<file path="config.mk">
export PLATFORM = sky130hd
export DESIGN_NAME = vpic
export DESIGN_NICKNAME = d
export VERILOG_FILES = /design/src/rtl/vpic.sv
export SDC_FILE = /design/constraint.sdc
export NUM_CORES = 1
export LEC_CHECK = 0
export ABC_AREA = 1
export ABC_CLOCK_PERIOD_IN_PS = 2000
export BUFFER_PORTS_ARGS = -buffer_cell sky130_fd_sc_hd__buf_2
export CORE_MARGIN = 5
export CORE_UTILIZATION = 25
export CTS_CLUSTER_DIAMETER = 200
export CTS_CLUSTER_SIZE = 25
export DETAILED_ROUTE_END_ITERATION = 10
export SLEW_MARGIN = 20
export SYNTH_ARGS = -nofsm -noshare
export SYNTH_HDL_FRONTEND = slang
export SYNTH_SLANG_ARGS = --single-unit
</file>
<file path="constraint.sdc">
create_clock -name clk -period 2 [get_ports clk]
set_clock_uncertainty 0.2 [all_clocks]
set_input_delay 0.1 -clock clk [delete_from_list [all_inputs] [get_ports clk]]
set_output_delay 0.1 -clock clk [all_outputs]
set_load 0.02 [all_outputs]
</file>
<file path="src/rtl/vpic.sv">
module vpic #(
  parameter int N = 8,
  parameter int AW = 12,
  parameter int SLOT = 1,
  parameter logic [AW-1:0] BOOT_BASE = 12'hC00,
  parameter logic [N-1:0] FLAGGED = 8'h0F
) (
  input  logic          clk,
  input  logic          rst_n,
  input  logic [N-1:0]  src_req,
  input  logic          ien_we,
  input  logic [N-1:0]  ien_wdata,
  input  logic          flag_clr_we,
  input  logic [N-1:0]  flag_clr_data,
  input  logic          sei,
  input  logic          cli,
  input  logic          reti,
  input  logic          retired,
  input  logic          boot_sel,
  output logic          take,
  output logic [AW-1:0] vec_addr,
  output logic          gie,
  output logic [N-1:0]  flags,
  output logic [N-1:0]  ien
);
  localparam int IW = (N > 1) ? $clog2(N) : 1;

  logic [N-1:0]  pend, elig, taken_oh, clr_mask;
  logic [IW-1:0] sel_idx;
  logic          hold;

  assign pend = (flags & FLAGGED) | (src_req & ~FLAGGED);
  assign elig = pend & ien;

  always_comb begin
    sel_idx = '0;
    for (int i = N - 1; i >= 0; i--)
      if (elig[i]) sel_idx = IW'(i);
  end

  assign take     = gie && !hold && !cli && (|elig);
  assign taken_oh = take ? (N'(1) << sel_idx) : '0;
  assign clr_mask = taken_oh | (flag_clr_we ? flag_clr_data : '0);
  assign vec_addr = (boot_sel ? BOOT_BASE : '0) + AW'((32'(sel_idx) + 1) * SLOT);

  always_ff @(posedge clk) begin
    if (!rst_n) begin
      flags <= '0;
      ien   <= '0;
      gie   <= 1'b0;
      hold  <= 1'b0;
    end else begin
      flags <= ((flags & ~clr_mask) | src_req) & FLAGGED;
      if (ien_we) ien <= ien_wdata;
      if (take || cli)      gie <= 1'b0;
      else if (reti || sei) gie <= 1'b1;
      if (reti)         hold <= 1'b1;
      else if (retired) hold <= 1'b0;
    end
  end
endmodule


</file>
==> qor.csv <==
metric,value,unit
grt_usage,11.8,%
ant_nets,0,
final_common_cell,buf_2,
cp-start-kind,flop,
maxCapViolCount,0,
synth_warnings,0,
cp.required,1.70,ns
slew_violations,0,
fin_crit_sh,97.0,%
clock-sinks,14,
drive_above_1_share,43.9,%
wl_per_cell,10.6,um
die_h,67.5,um
cts_max_level,1,
min_path_cells,0,
ys_seq_area_share,33.9,%
vias,989,
first_global_vias,947,
antenna_found_initial,0,
clockBufferDepth,2,
numCtsBuffers,3,
postSynthAreaPerCell,7.12,um^2
firstDrtPassIters,4,
ios,63,
hold_violations,0,
min_period,1.94,ns
synth-edff-count,0,
overflow,0,
yosys.cell_types.count,23,
mostFrequentLayoutCells,"buf_2 (44), dlygate4sd3_1 (32), nor2_1 (20)",
placedInstanceArea,0.00105,mm^2
drt_iter0_drc,49,
rows,20,
cts-root-buf,clkbuf_4,
gp_congestion,0.797,
clk_pin_slew_worst_paths,0.09,ns
core-area,0.00310,mm^2
die_area,0.00455,mm^2
antennaDiodeCount,0,
wirelength,2540,um
grt_pass1_wl,3960,um
async_flop_share,0,%
stdcell_area,0.00149,mm^2
hpwl,1790,um
synth_cells,116,
drcViolationCount,0,
syn2layout_area_growth,80.5,%
worstSetupPathType,flop to output port,
outcome,"finished, final reports clean",
fin_cells,240,
grt_setup_unrepaired,true,
cp.arrival,1.64,ns
p_total,816,uW
viasPerCell,4.12,
layout.nets,231,
end_kind,output port,
setup_viol_count_final,0,
whs,0.0000152,ns
syn_area,826,um^2
power.density,548,mW/mm^2
clock.fmax,515,MHz
crit_fanout,3,
dp_cells,202,
die_x,67.5,um
grt_max_degree,10,
tns,0,ns
io_buffers,45,
clock_latency,0.28,ns
start_util,26.6,%
ir_worst_vdd,0.403,mV
rr_worst_depth,7,
synth_ff_type,dfxtp_1,
hold_class,input pin to output port,
leakagePower,0.774,nW
ys_ff_latch,14,
cts_tree,done,
==> through the flow <==
stage	worst slack [ns]	util (%)
after floorplan	0.256	-
after global placement	0.272	33.8
after detailed placement	0.249	33.8
after CTS	0.00106	46.0
after global routing	-0.0481	48.0
final	0.0591	48.0
==> cell type report <==
type / instances / area [um^2]
clock buffers: 4 / 36.3
multi-input cells: 87 / 495
fillers: 306 / 1610
repair buffers: 79 / 567
inverters: 12 / 45.0
well taps: 44 / 55.1
flip-flops and latches: 14 / 292
==> logic make-up (layout without fill, tap and decap cells) <==
family | after synthesis | count (layout) | synth area share, %
other | 1 | 10 | 0.454
buffers and inverters | 24 | 95 | 16.4
adders and majority gates | 1 | 1 | 1.51
AOI/OAI and AO/OA | 21 | 21 | 15.9
and+or+nand+nor | 55 | 55 | 31.8
DFF | 14 | 14 | 33.9
==> registers in the layout, indices dropped and copies added, names as in the netlist <==
signal  count
flags       4
hold        1
ien         8
gie         1
==> cells in the mapped netlist (all sizes together) (2+ instances only) <==
master | n | area [um^2]
a21boi | 3 | 26.3
buf | 12 | 90.1
inv | 12 | 45.1
a21oi | 6 | 30.0
nor3 | 3 | 15.0
o21ai | 10 | 50.1
nand2 | 25 | 126
nand3 | 2 | 10.0
nor2 | 22 | 85.1
dfxtp | 14 | 280
==> metal layers <==
layer / routed length, um / GRT usage, % / up-vias / share of wire [%]
li1: - / - / 513 / -
met1: 985 / 12.3 / 433 / 39
met2: 1300 / 21.1 / 39 / 51
met3: 218 / 3.49 / 4 / 8.6
met4: 43 / 6.33 / 0 / 1.7
met5: 0 / 0 / - / 0
==> timing repair <==
| action | in CTS | in global routing |
|---|---|---|
| endpoints found under the setup margin | 1 | 2 |
| endpoints found under the hold margin | 14 | 0 |
| setup buffers | 1 | 1 |
| gates cloned | 0 | 0 |
| hold buffers | 32 | 0 |
| gates resized for setup | 7 | 18 |
| pin swaps | 2 | 5 |
==> worst max-delay path: stages (launching register included) <==
cell      delay (ns)
dfxtp_2         0.35
nand2_2         0.07
nand2_2         0.09
inv_2           0.04
o21bai_4        0.11
and2_4          0.16
inv_2           0.05
nor2_4          0.12
ha_4            0.21
inv_2           0.05
buf_6           0.11
==> path summary, 6_finish.rpt <==
| path | startpoint | end | slack [ns] |
|---|---|---|---|
| max | ien[7]$_SDFFE_PN0P_ | vec_addr[2] | 0.06 |
| min | boot_sel | vec_addr[10] | 0.00002 |
| max reg2reg | ien[6]$_SDFFE_PN0P_ | gie$_SDFFE_PP0P_ | 0.20 |
| min reg2reg | flags[2]$_SDFF_PN0_ | flags[2]$_SDFF_PN0_ | 0.31 |
==> power breakdown <==
| group | switching, mW | leakage, nW | internal [mW] |
|---|---|---|---|
| clock | 0.0949 | 0.0210 | 0.111 |
| combinational | 0.158 | 0.634 | 0.136 |
| sequential | 0.0157 | 0.119 | 0.301 |
(Power assumes the default switching activity.)
